==> config.mk <==
export PLATFORM = sky130hd
export DESIGN_NAME = wdrain_ctrl
export DESIGN_NICKNAME = d
export VERILOG_FILES = /design/src/rtl/wdrain_pkg.sv /design/src/rtl/wdrain_fifo.sv /design/src/rtl/wdrain_mode.sv /design/src/rtl/wdrain_arb.sv /design/src/rtl/wdrain_ctrl.sv
export SDC_FILE = /design/constraint.sdc
export NUM_CORES = 1
export LEC_CHECK = 0
export CAP_MARGIN = 10
export CORE_UTILIZATION = 60
export CTS_CLUSTER_SIZE = 25
export DETAILED_ROUTE_END_ITERATION = 16
export DONT_BUFFER_PORTS = 1
export PLACE_DENSITY = 0.85
export RECOVER_POWER = 25
export SLEW_MARGIN = 20
export SYNTH_ARGS = -nofsm -noshare
export SYNTH_HDL_FRONTEND = slang
export SYNTH_SLANG_ARGS = --single-unit
==> constraint.sdc <==
create_clock -name clk -period 8 [get_ports clk]
set_clock_uncertainty 0.15 [all_clocks]
set_input_delay 1.6 -clock clk [delete_from_list [all_inputs] [get_ports clk]]
set_output_delay 1.6 -clock clk [all_outputs]
set_load 0.05 [all_outputs]
==> src/rtl/wdrain_pkg.sv <==
// Shared types for the write-batching bus controller.
package wdrain_pkg;

    // Direction the shared data bus is currently facing.
    typedef enum logic {
        DIR_RD = 1'b0,
        DIR_WR = 1'b1
    } bus_dir_e;

endpackage

==> src/rtl/wdrain_fifo.sv <==
// Write buffer: circular FIFO holding {address, data} of pending writes.
// Assumes the caller never pushes when full nor pops when empty.
// The head entry is readable combinationally; storage is not reset.
module wdrain_fifo #(
    parameter int DEPTH = 8,
    parameter int W     = 48,
    localparam int CW   = $clog2(DEPTH + 1)
) (
    input  logic          clk,
    input  logic          rst_n,
    input  logic          push,
    input  logic [W-1:0]  push_data,
    input  logic          pop,
    output logic [W-1:0]  head_data,
    output logic [CW-1:0] count,
    output logic          full,
    output logic          empty
);
    localparam int PW = (DEPTH > 1) ? $clog2(DEPTH) : 1;
    localparam logic [PW-1:0] LAST = PW'(DEPTH - 1);

    logic [W-1:0]  mem [DEPTH];
    logic [PW-1:0] wr_ptr, rd_ptr;
    logic [CW-1:0] cnt_q;

    // Store incoming entry at the write pointer.
    always_ff @(posedge clk) begin
        if (push) mem[wr_ptr] <= push_data;
    end

    // Advance pointers with wrap at DEPTH-1.
    always_ff @(posedge clk) begin
        if (!rst_n) begin
            wr_ptr <= '0;
            rd_ptr <= '0;
        end else begin
            if (push) wr_ptr <= (wr_ptr == LAST) ? '0 : wr_ptr + 1'b1;
            if (pop)  rd_ptr <= (rd_ptr == LAST) ? '0 : rd_ptr + 1'b1;
        end
    end

    // Track occupancy.
    always_ff @(posedge clk) begin
        if (!rst_n) begin
            cnt_q <= '0;
        end else begin
            case ({push, pop})
                2'b10:   cnt_q <= cnt_q + 1'b1;
                2'b01:   cnt_q <= cnt_q - 1'b1;
                default: cnt_q <= cnt_q;
            endcase
        end
    end

    assign head_data = mem[rd_ptr];
    assign count     = cnt_q;
    assign full      = (cnt_q == CW'(DEPTH));
    assign empty     = (cnt_q == '0);

    // Occupancy never exceeds the depth.
    p_count_bound_r2: assert property (@(posedge clk) disable iff (!rst_n)
        cnt_q <= CW'(DEPTH));

    // The arbiter only takes writes that exist.
    p_no_underflow_r8: assert property (@(posedge clk) disable iff (!rst_n)
        pop |-> !empty);

endmodule

==> src/rtl/wdrain_mode.sv <==
// Drain-state tracker with hysteresis between two occupancy thresholds.
// Enters draining when the next occupancy reaches HI_MARK and leaves
// when it falls to LO_MARK. Assumes LO_MARK < HI_MARK <= DEPTH.
module wdrain_mode #(
    parameter int DEPTH   = 8,
    parameter int HI_MARK = 6,
    parameter int LO_MARK = 2,
    localparam int CW     = $clog2(DEPTH + 1)
) (
    input  logic          clk,
    input  logic          rst_n,
    input  logic [CW-1:0] count,
    input  logic          push,
    input  logic          pop,
    output logic          drain
);
    localparam logic [CW:0] HI_V = (CW+1)'(HI_MARK);
    localparam logic [CW:0] LO_V = (CW+1)'(LO_MARK);

    logic [CW:0] cnt_next;
    logic        drain_d;

    // Predict next occupancy so the state lines up with the count register.
    always_comb begin
        cnt_next = {1'b0, count} + (CW+1)'(push) - (CW+1)'(pop);
        drain_d  = drain ? (cnt_next > LO_V) : (cnt_next >= HI_V);
    end

    // Hold the drain state.
    always_ff @(posedge clk) begin
        if (!rst_n) drain <= 1'b0;
        else        drain <= drain_d;
    end

    // At or above the upper threshold the block is always draining.
    p_drain_at_high_r5: assert property (@(posedge clk) disable iff (!rst_n)
        (count >= CW'(HI_MARK)) |-> drain);

    // While draining, occupancy stays above the lower threshold.
    p_drain_floor_r6: assert property (@(posedge clk) disable iff (!rst_n)
        drain |-> (count > CW'(LO_MARK)));

    // Draining ends exactly at the lower threshold.
    p_drain_exit_r6: assert property (@(posedge clk) disable iff (!rst_n)
        $fell(drain) |-> (count == CW'(LO_MARK)));

endmodule

==> src/rtl/wdrain_arb.sv <==
// Direction arbiter: picks read or write for the bus, owns its direction
// and inserts TURN_CYC idle cycles on every reversal (the reversal cycle
// counts as the first). Assumes TURN_CYC >= 1.
module wdrain_arb
    import wdrain_pkg::*;
#(
    parameter int TURN_CYC = 3
) (
    input  logic clk,
    input  logic rst_n,
    input  logic rd_valid,
    input  logic drain,
    input  logic wq_nonempty,
    output logic issue_rd,
    output logic issue_wr
);
    localparam int TCW = (TURN_CYC > 1) ? $clog2(TURN_CYC) : 1;
    localparam logic [TCW-1:0] TLOAD = TCW'(TURN_CYC - 1);

    bus_dir_e       dir_q;
    logic [TCW-1:0] tcnt_q;
    logic           want_rd, want_wr, settled, flip;

    // Decide what each direction wants and whether the bus may reverse.
    always_comb begin
        want_rd  = rd_valid && !drain;
        want_wr  = wq_nonempty && (drain || !rd_valid);
        settled  = (tcnt_q == '0);
        issue_rd = settled && (dir_q == DIR_RD) && want_rd;
        issue_wr = settled && (dir_q == DIR_WR) && want_wr;
        flip     = settled && ((dir_q == DIR_RD) ? want_wr : want_rd);
    end

    // Reverse the bus and run the turnaround countdown.
    always_ff @(posedge clk) begin
        if (!rst_n) begin
            dir_q  <= DIR_RD;
            tcnt_q <= '0;
        end else if (flip) begin
            dir_q  <= (dir_q == DIR_RD) ? DIR_WR : DIR_RD;
            tcnt_q <= TLOAD;
        end else if (!settled) begin
            tcnt_q <= tcnt_q - 1'b1;
        end
    end

    // Outside draining, a pending read blocks every write.
    p_read_first_r4: assert property (@(posedge clk) disable iff (!rst_n)
        (rd_valid && !drain) |-> !issue_wr);

    // No read goes out while draining.
    p_drain_no_read_r5: assert property (@(posedge clk) disable iff (!rst_n)
        drain |-> !issue_rd);

endmodule

==> src/rtl/wdrain_ctrl.sv <==
// Top of the write-batching bus controller. Reads pass through when the
// bus faces them; writes are buffered and issued in batches driven by
// occupancy hysteresis. Commands are registered: a command issued in
// cycle t is presented on the cmd_* outputs in cycle t+1.
// Assumes LO_MARK < HI_MARK <= DEPTH and TURN_CYC >= 1.
module wdrain_ctrl #(
    parameter int ADDR_W   = 16,
    parameter int DATA_W   = 32,
    parameter int DEPTH    = 8,
    parameter int HI_MARK  = 6,
    parameter int LO_MARK  = 2,
    parameter int TURN_CYC = 3
) (
    input  logic              clk,
    input  logic              rst_n,
    input  logic              rd_valid,
    input  logic [ADDR_W-1:0] rd_addr,
    output logic              rd_ready,
    input  logic              wr_valid,
    input  logic [ADDR_W-1:0] wr_addr,
    input  logic [DATA_W-1:0] wr_data,
    output logic              wr_ready,
    output logic              cmd_valid,
    output logic              cmd_is_wr,
    output logic [ADDR_W-1:0] cmd_addr,
    output logic [DATA_W-1:0] cmd_data
);
    localparam int EW = ADDR_W + DATA_W;
    localparam int CW = $clog2(DEPTH + 1);
    localparam int GW = $clog2(TURN_CYC + 2);

    logic [EW-1:0] head;
    logic [CW-1:0] wq_count;
    logic          wq_full, wq_empty, push, pop, drain, issue_rd, issue_wr;

    assign wr_ready = !wq_full;
    assign push     = wr_valid && !wq_full;
    assign rd_ready = issue_rd;
    assign pop      = issue_wr;

    wdrain_fifo #(.DEPTH(DEPTH), .W(EW)) u_fifo (
        .clk       (clk),
        .rst_n     (rst_n),
        .push      (push),
        .push_data ({wr_addr, wr_data}),
        .pop       (pop),
        .head_data (head),
        .count     (wq_count),
        .full      (wq_full),
        .empty     (wq_empty)
    );

    wdrain_mode #(.DEPTH(DEPTH), .HI_MARK(HI_MARK), .LO_MARK(LO_MARK)) u_mode (
        .clk   (clk),
        .rst_n (rst_n),
        .count (wq_count),
        .push  (push),
        .pop   (pop),
        .drain (drain)
    );

    wdrain_arb #(.TURN_CYC(TURN_CYC)) u_arb (
        .clk         (clk),
        .rst_n       (rst_n),
        .rd_valid    (rd_valid),
        .drain       (drain),
        .wq_nonempty (!wq_empty),
        .issue_rd    (issue_rd),
        .issue_wr    (issue_wr)
    );

    // Register the chosen command onto the bus outputs.
    always_ff @(posedge clk) begin
        if (!rst_n) begin
            cmd_valid <= 1'b0;
            cmd_is_wr <= 1'b0;
            cmd_addr  <= '0;
            cmd_data  <= '0;
        end else begin
            cmd_valid <= issue_rd || issue_wr;
            cmd_is_wr <= issue_wr;
            cmd_addr  <= issue_wr ? head[EW-1:DATA_W] : rd_addr;
            cmd_data  <= issue_wr ? head[DATA_W-1:0] : '0;
        end
    end

    // Assertion support: idle cycles since the last command and its direction.
    logic [GW-1:0] gap_q;
    logic          seen_q, last_wr_q;

    // Count idle output cycles, saturating at TURN_CYC.
    always_ff @(posedge clk) begin
        if (!rst_n) begin
            gap_q     <= '0;
            seen_q    <= 1'b0;
            last_wr_q <= 1'b0;
        end else if (cmd_valid) begin
            gap_q     <= '0;
            seen_q    <= 1'b1;
            last_wr_q <= cmd_is_wr;
        end else if (gap_q < GW'(TURN_CYC)) begin
            gap_q <= gap_q + 1'b1;
        end
    end

    // A direction change on the bus follows at least TURN_CYC idle cycles.
    p_turn_gap_r7: assert property (@(posedge clk) disable iff (!rst_n)
        (cmd_valid && seen_q && (cmd_is_wr != last_wr_q)) |-> (gap_q >= GW'(TURN_CYC)));

    // A taken read appears on the bus in the next cycle with its address.
    p_read_pass_r3: assert property (@(posedge clk) disable iff (!rst_n)
        (rd_valid && rd_ready) |=> (cmd_valid && !cmd_is_wr && cmd_addr == $past(rd_addr)));

    // A refused write never raises occupancy.
    p_full_ignores_r9: assert property (@(posedge clk) disable iff (!rst_n)
        !wr_ready |=> (wq_count <= $past(wq_count)));

endmodule

---- Yosys cells after proc, flatten, opt, wreduce, memory -nomap -nowiden ----
Memories as Yosys holds them, arrays and structs flattened. A register that Yosys moved wholly into a read port is not among the register bits.
Index checks and enable logic that the tools add are counted.
W data, S select, Z words.
cells by class
  muxes and demuxes ....................... 13
  equal/unequal tests ..................... 6
  bitwise logic cells ..................... 2
  add/subtract/negate cells ............... 7
  reduce and logical (&&, ||, !) cells .... 19
  $lt $le $gt $ge ......................... 2
operator list
  cell                   count
  $mux W16               1
  $mux W3                4
  $logic_and A1 B1 Y1    8
  $pmux W4 S2            1
  $add A3 B1 Y3 const B  2
  $eq A3 B3 Y1 const B   2
  $add A4 B1 Y5          1
  $ge A5 B3 Y1 const B   1
  $gt A5 B2 Y1 const B   1
  $mux W1                5
  $sub A5 B1 Y5          1
  $add A4 B1 Y4 const B  1
  $eq A4 B4 Y1 const B   1
  $logic_not A1 Y1       4
  $logic_not A4 Y1       1
  $mux W2                2
  $sub A4 B1 Y4 const B  1
  $eq A2 B1 Y1 const B   1
  $eq A2 B2 Y1 const B   1
  $logic_not A2 Y1       1
  $logic_or A1 B1 Y1     2
  $ne A2 B2 Y1 const B   1
  $not A1 Y1             2
  $reduce_and A2 Y1      1
  3 further kinds        3
word-level totals
  memories kept ........................... 1
  bits in writable memories ............... 384
  register bits after elaboration ......... 64
memories
  memory      depth  bits a word  read ports  clocked after memory_dff  write ports  RTL line           source
  u_fifo.mem  8      48           1           1                         1            wdrain_fifo.sv:22  logic [W-1:0] mem [DEPTH];

---- Depth between registers and ports, before layout ----
Gate-level depths: netlist of the first run.
  word-level depth ........................ 7
  mapped depth ............................ 14

---- Modules after synthesis ----
From an unflattened synthesis of the first run, not the netlist that was laid out.
unflattened totals
  cell total of the unflattened synthesis .. 800
  area total of the unflattened synthesis .. 17236.5 µm²
by module, submodules not included
  module       area each (µm²)  times used  cells each  sequential area each (µm²)
  wdrain_fifo  15280.9          1           629         11791.3
  wdrain_ctrl  1607.8           1           130         1001.0
  wdrain_mode  198.9            1           24          20.0
  wdrain_arb   148.9            1           17          60.1

---- Worst setup path after synthesis of the first run ----
No wires, ideal clock.
  path kind ............................... input -> register
  from .................................... input port wr_valid
  to ...................................... memory u_fifo.mem[0][0] (enable)
  path buffers ............................ 0
  setup slack ............................. 999 ps
  arrival ................................. 6278 ps
  data required time ...................... 7277 ps
  stages .................................. 2
  setup time .............................. 573 ps
  cells stage by stage .................... nand2_2 > nor4_1
between the ends
  cells in the longest elaborated chain, start to end .. 3
ends and longest elaborated chain
  item                           RTL line           source
  start: declaration             wdrain_ctrl.sv:19  input logic wr_valid,
  $logic_and A1 B1 Y1            wdrain_ctrl.sv:37  assign push = wr_valid && !wq_full;
  $mux W1                        wdrain_fifo.sv:28  if (push) mem[wr_ptr] <= push_data;
  $mux W1 (not written as such)  wdrain_fifo.sv:28
  end: declaration               wdrain_fifo.sv:22
No other way between the ends.

---- Worst setup path in the final report of the first run ----
  from .................................... input port rd_valid
  to ...................................... output port rd_ready
between the ends
  cells in the longest elaborated chain, start to end .. 2
ends and longest elaborated chain
  item                 RTL line           source
  start: declaration   wdrain_ctrl.sv:16  input logic rd_valid,
  $logic_and A1 B1 Y1  wdrain_arb.sv:26   want_rd = rd_valid && !drain;
  $logic_and A1 B1 Y1  wdrain_arb.sv:29   issue_rd = settled && (dir_q == DIR_RD) && want_rd;
  end: declaration     wdrain_ctrl.sv:18  output logic rd_ready,
No other way between the ends.

==> reports/metrics.yaml, run 1 <==
run_status:
  status: "completed"
placed_design:
  port-buffer-count: 0
  dp.cells: 1152
  gp_congestion: 0.805
  dp.final_hpwl_mm: 16.2
synthesis:
  ys_seq_elements: 451
  syn_inst: 804
  yosysUniqueCellTypes: 38
  synthesis.area_um2: 16800
  async_flop_share_pct: 0
  synthFlopType: "edfxtp_1"
  synthesis.nets: 887
  avgSynthCellArea_um2: 20.8
  synth_edf_count: 384
  ys_top_cells_by_area: "edfxtp_1 (69%), mux4_2 (13%), dfxtp_1 (8.0%), mux2i_1 (3.0%), ha_1 (0.97%)"
  synth_top_cell_area_share_pct: 68.8
  ys_warn_count: 0
  ys_seq_area_share_pct: 76.8
  synth_top_cell_by_area: "edfxtp_1"
clock_tree:
  root_buffer: "clkbuf_16"
  clock_latency_ns: 0.54
  cts_tree: "built"
  cts_made_buffers: 44
  postCtsHoldBufs: 0
  ctsHtreeMaxLevel: 2
  clkTransAtPathRegs_ns: 0.06
  cts_setup_buffers: 0
  ctsResizeCount: 0
  clk_path_buf_depth: 3
  cts_num_sinks: 451
detailed_routing:
  final_antenna_net_count: 0
  vias: 7554
  wl_per_cell_um: 25.2
  firstDrtPassIters: 5
  first_iter_violations: 670
  drc_errors: 0
  totalWireLength_mm: 31.1
  via_per_inst: 6.13
die:
  coreArea_um2: 27200
  pin_count: 120
  die_y_um: 169
  num_rows: 60
  dieWidth_um: 169
  dieArea_um2: 28600
  start_util_pct: 61.7
cells_and_area:
  fillers: 1694
  antenna_cells: 0
  area_delta_synth_final_pct: 10.7
  layout-drive-gt1-share_pct: 22.4
  stdcell_count: 1233
  layout.nets: 909
sta:
  final-setup-viol-count: 0
  finalHoldViolations: 0
  max-slew-margin-rel_pct: 26.5
  finalCriticalPeriod_ns: 3.96
  fin_crit_sh_pct: 49.4
  rsz0062_at_grt: "no"
  fmax_ghz: 0.253
  worstMarginPinSlew_ns: 1.10
  fin_tns_setup_ns: 0
  drv_slew: 0
min_path:
  hold_depth: 2
  hold_path.class: "reg -> reg"
  hp-start: "u_fifo.rd_ptr[2]"
critical_path:
  crit_type: "in -> out"
  r2r_slack_ns: 4.37
  path_max_fanout: 2
  worst_ep_arrival_time_ns: 2.21
  ff2ff_path_depth: 8
  cp.required_ns: 6.25
  end_kind: "output pin"
  regToRegEndpoint: "u_fifo.mem[4][13]"
  setup.worst_path.start_class: "input pin"
  worst_r2r_startpoint: "u_fifo.count[2]"
global_route:
  grt_pass1_vias: 7977
  grt_pass1_wl_mm: 47.6
  grt_overflow: 0
  grt_antenna_before_repair: 0
  grt_max_degree: 77
  grt_util_all_layers_pct: 22.7
power_and_ir_drop:
  peakVddDrop_mv: 0.170
  leakagePower_nw: 5.83
  powerDensity_nw_per_um2: 263
job:
  cap_viol_max_count: 0
-- state kept, by name (all words and copies together) (netlist names), named ones only --
signal         flops
u_fifo.count       4
u_arb.tcnt_q       2
u_arb.dir_q        1
u_mode.drain       1
cmd_data          32
cmd_is_wr          1
u_fifo.rd_ptr      3
u_fifo.mem       384
cmd_valid          1
u_fifo.wr_ptr      3
cmd_addr          16
-- where the power goes --
| part | total, mW | switching, mW | internal, mW |
|---|---|---|---|
| Clock | 1.95 | 0.838 | 1.11 |
| Combinational | 0.235 | 0.120 | 0.116 |
| Sequential | 2.70 | 0.0839 | 2.61 |
-- synth_stat cells, types with 2 or more instances --
library cell	count
xor2_1	2
dfxtp_1	67
ha_1	13
a21boi_0	11
a21oi_1	19
mux2i_1	50
nor3_1	6
o21ai_0	19
or3_1	2
fa_1	2
edfxtp_1	384
buf_4	3
clkbuf_1	12
a21o_1	2
and2_1	3
mux4_2	96
nor4_1	2
inv_1	7
nand2_1	24
buf_6	5
nand2b_1	3
nor2_1	38
nor2b_1	2
xnor2_1	3
buf_2	16
-- worst max-delay path, stage by stage --
cell,delay [ns]
nand2b_1,0.10
nor4_2,0.23
buf_4,0.27
-- final cells by class --
| class | instances | area, um^2 | area share (%) |
|---|---|---|---|
| clock buffers | 56 | 1180 | 6.34 |
| clock inverters | 25 | 198 | 1.07 |
| inverters | 8 | 30.0 | 0.162 |
| multi-input cells | 307 | 3690 | 19.9 |
| flip-flops and latches | 451 | 12900 | 69.4 |
| well taps | 372 | 465 | 2.51 |
| repair buffers | 14 | 105 | 0.566 |
-- worst max-delay path by stage --
stage	from	endpoint	slack [ns]	cells after the start
2_1_floorplan	wr_valid	u_fifo.mem[0][0]	1.0	2
3_3_place_gp	rd_valid	u_mode.drain	3.93	9
3_5_place_dp	rd_valid	u_mode.drain	3.85	9
4_1_cts	rd_valid	rd_ready	4.02	3
5_1_grt	rd_valid	rd_ready	3.97	3
6_report	rd_valid	rd_ready	4.04	3
-- per-layer routing --
layer	part of all wire, %	track usage, %	up-vias	routed length (um)
met1	40	30.4	3935	12500
li1	-	-	3276	-
met5	0	0	-	0
met3	7.9	6.13	59	2460
met4	2.1	6.46	0	665
met2	50	37.1	284	15500
-- placed cells by master (no fill, tap or decap), types with 2 or more instances in the layout --
cell type and n:
a21o_1 2, nand2b_1 3, buf_4 14, and2_1 3, fa_1 2, xnor2_1 3
nor4_2 2, o21ai_0 19, or3_1 2, clkbuf_8 3, dfxtp_4 3, nor3_1 2
dfxtp_1 64, a21boi_0 11, ha_1 13, clkbuf_16 44, nor2_4 3, clkinv_2 10
xor2_1 2, nand2_2 2, mux2i_1 50, inv_1 7, nor3_2 4, nand2_1 23
nor2_1 35, clkinv_4 2, bufinv_16 2, a21oi_1 19, edfxtp_1 384, clkbuf_1 9
clkinv_1 7, mux4_2 96, nor2b_1 2
-- per-stage QoR --
| step | setup WS (ns) | hold WS (ns) | utilization (%) | area [um^2] | power [mW] |
|---|---|---|---|---|---|
| after CTS | 4.02 | 0.340 | 68.3 | 18600 | 4.92 |
| after global placement | 3.93 | 0.327 | 63.2 | 17200 | 2.98 |
| after global routing | 3.97 | 0.368 | 68.3 | 18600 | 5.04 |
| final | 4.04 | 0.337 | 68.3 | 18600 | 4.88 |
| after detailed placement | 3.85 | 0.331 | 63.2 | 17200 | 2.99 |
| after floorplan | 0.999 | 0.312 | - | 16800 | 2.94 |
-- kinds of logic after synthesis --
family          count (synthesis)  synth area share, %
compound gates                 54                 1.89
simple gates                   87                 2.46
xor+xnor                        5                0.261
mux                           146                 15.9
buf+inv                        46                 1.51
fa+ha+maj                      15                 1.21
flops                         451                 76.8
No activity file was read; power rests on OpenSTA's default activity.
==> inputs of run 2 (changes only) <==
==> constraint.sdc (replaced) <==
create_clock -name clk -period 4.1 [get_ports clk]
set_clock_uncertainty 0.15 [all_clocks]
set_input_delay 0.82 -clock clk [delete_from_list [all_inputs] [get_ports clk]]
set_output_delay 0.82 -clock clk [all_outputs]
set_load 0.05 [all_outputs]
==> reports/metrics.yaml, run 2 (synthesized netlist as in run 1, its figures left out) <==
sta:
  finalCriticalPeriod_ns: 3.41
  finalHoldViolations: 0  # unchanged
  rsz0062_at_grt: "no"  # unchanged
  fin_tns_setup_ns: 0  # unchanged
  worstMarginPinSlew_ns: 1.06  # was 1.10 ns
  fin_crit_sh_pct: 83.2
  worst_hold_slack_ns: 0.214  # was 0.337 ns
  max-slew-margin-rel_pct: 29.2  # was 26.5%
  drv_slew: 0  # unchanged
  final-setup-viol-count: 0  # unchanged
  fmax_ghz: 0.293
cells_and_area:
  layout.nets: 913  # was 909
  reg_top3: "u_fifo.mem (384), cmd_data (32), cmd_addr (16)"  # unchanged
  layout_common_cells: "edfxtp_1 (384), mux4_2 (96), dfxtp_1 (64), mux2i_1 (50), clkbuf_16 (45)"  # was edfxtp_1 (384), mux4_2 (96), dfxtp_1 (64), mux2i_1 (50), clkbuf_16 (44)
  area_delta_synth_final_pct: 11.7  # was 10.7%
  antenna_cells: 0  # unchanged
  final_common_cell: "edfxtp_1"  # unchanged
  seqCellArea_um2: 12900  # unchanged
  fillers: 1624  # was 1694
  multi_input_area_um2: 3710  # was 3690 um^2
  post-route-util_pct: 68.9  # was 68.3%
  largest_reg_flops: 384  # unchanged
  largest_register: "u_fifo.mem"  # unchanged
  final_area_um2: 18700  # was 18600 um^2
  layout-drive-gt1-share_pct: 22.8  # was 22.4%
global_route:
  grt_overflow: 0  # unchanged
  grt_max_degree: 51  # was 77
  grt_pass1_wl_mm: 49.1  # was 47.6 mm
  grt_antenna_before_repair: 0  # unchanged
  grt_pass1_vias: 7992  # was 7977
  grt_util_all_layers_pct: 23.7  # was 22.7%
detailed_routing:
  totalWireLength_mm: 32.7  # was 31.1 mm
  final_antenna_net_count: 0  # unchanged
  wl_per_cell_um: 26.4  # was 25.2 um
  first_iter_violations: 627  # was 670
  firstDrtPassIters: 7  # was 5
  drc_errors: 0  # unchanged
  vias: 7623  # was 7554
  via_per_inst: 6.16  # was 6.13
clock_tree:
  root_buffer: "clkbuf_16"  # unchanged
  ctsHtreeMaxLevel: 2  # unchanged
  clkTransAtPathRegs_ns: 0.07  # was 0.06 ns
  cts_setup_buffers: 0  # unchanged
  cts_num_sinks: 451  # unchanged
  clk_path_buf_depth: 3  # unchanged
  cts_made_buffers: 44  # unchanged
  ctsResizeCount: 0  # unchanged
  clock_latency_ns: 0.55  # was 0.54 ns
  postCtsHoldBufs: 0  # unchanged
  cts_tree: "built"  # unchanged
critical_path:
  end_kind: "flop"  # was output pin
  ff2ff_path_depth: 10  # was 8
  regToRegEndpoint: "u_mode.drain"  # was u_fifo.mem[4][13]
  cp.required_ns: 4.37  # was 6.25 ns
  crit_type: "reg -> reg"  # was in -> out
  worst_ep_arrival_time_ns: 3.68  # was 2.21 ns
  path_max_fanout: 10  # was 2
  r2r_slack_ns: 0.69  # was 4.37 ns
  worst_r2r_startpoint: "u_fifo.count[2]"  # unchanged
  setup.worst_path.start_class: "flop"  # was input pin
min_path:
  hold_depth: 0  # was 2
  worstHoldEndpoint: "u_fifo.mem[2][30]"
  hold_path.class: "in -> reg"  # was reg -> reg
  hp-start: "wr_data[30]"  # was u_fifo.rd_ptr[2]
die:
  coreArea_um2: 27200  # unchanged
  pin_count: 120  # unchanged
  die_y_um: 169  # unchanged
  start_util_pct: 61.7  # unchanged
  dieArea_um2: 28600  # unchanged
  num_rows: 60  # unchanged
  dieWidth_um: 169  # unchanged
power_and_ir_drop:
  leakagePower_nw: 5.87  # was 5.83 nW
  powerDensity_nw_per_um2: 517  # was 263 nW/um^2
  peakVddDrop_mv: 0.490  # was 0.170 mV
placed_design:
  gp_congestion: 0.759  # was 0.805
  port-buffer-count: 0  # unchanged
  dp.final_hpwl_mm: 17.1  # was 16.2 mm
  place_area_um2: 17300  # was 17200 um^2
job:
  cap_viol_max_count: 0  # unchanged
run_status:
  status: "completed"  # unchanged
run 2: changes by cell type in the layout (fill, tap and decap cells not counted), sizes merged:
cell      previous run  this run
buf                 14        18
bufinv               2         3
clkbuf              56        62
clkinv              20        10
clkinvlp             1         4
run 2: where the power goes:
group / internal (mW) / switching [mW] / leakage, nW / total, mW
Clock: 2.28 / 1.64 / 0.682 / 3.93
Combinational: 0.236 / 0.252 / 1.15 / 0.488
Sequential: 5.10 / 0.162 / 4.04 / 5.26
Total: 7.62 / 2.06 / 5.87 / 9.68
run 2: how the worst max path moves through the flow:
stage,from,endpoint,cells after the start
after CTS,u_fifo.count[2],u_mode.drain,10
after global routing,u_fifo.count[2],u_mode.drain,10
after global placement,u_fifo.count[2],u_mode.drain,10
final,u_fifo.count[2],u_mode.drain,10
after floorplan,u_fifo.count[2],u_fifo.mem[2][0],5
after detailed placement,u_fifo.count[2],u_mode.drain,10
run 2: cell type report:
| cell class | count | share of cell area [%] |
|---|---|---|
| clock buffer | 62 | 6.52 |
| clock inverter | 19 | 1.07 |
| inverter | 8 | 0.160 |
| multi-input combinational | 307 | 19.8 |
| sequential | 451 | 68.8 |
| tap | 372 | 2.49 |
| timing repair buffer | 18 | 1.12 |
run 2: worst max-delay path: stages, from the launching register on:
cell      delay [ns]
dfxtp_1         0.33
inv_1           0.11
ha_1            0.14
or3b_2          0.63
nand2_2         0.31
inv_1           0.15
ha_1            0.27
fa_1            0.45
xnor2_1         0.20
a21boi_0        0.13
o41a_1          0.42
run 2: routing by layer:
metal  GRT usage (%)  wire (um)  up-vias
li1                -          -     3294
met1            30.5      12600     3943
met2            40.7      16900      330
met3            5.55       2420       56
met4            7.09        794        0
met5               0          0        -
run 2: per-stage QoR:
stage	instances	setup slack [ns]	total power, mW
after global routing	1237	0.513	9.96
after detailed placement	1156	0.737	5.84
after CTS	1237	0.682	9.75
final	1237	0.687	9.68
after global placement	1156	0.822	5.82
after floorplan	804	-1.09	5.73
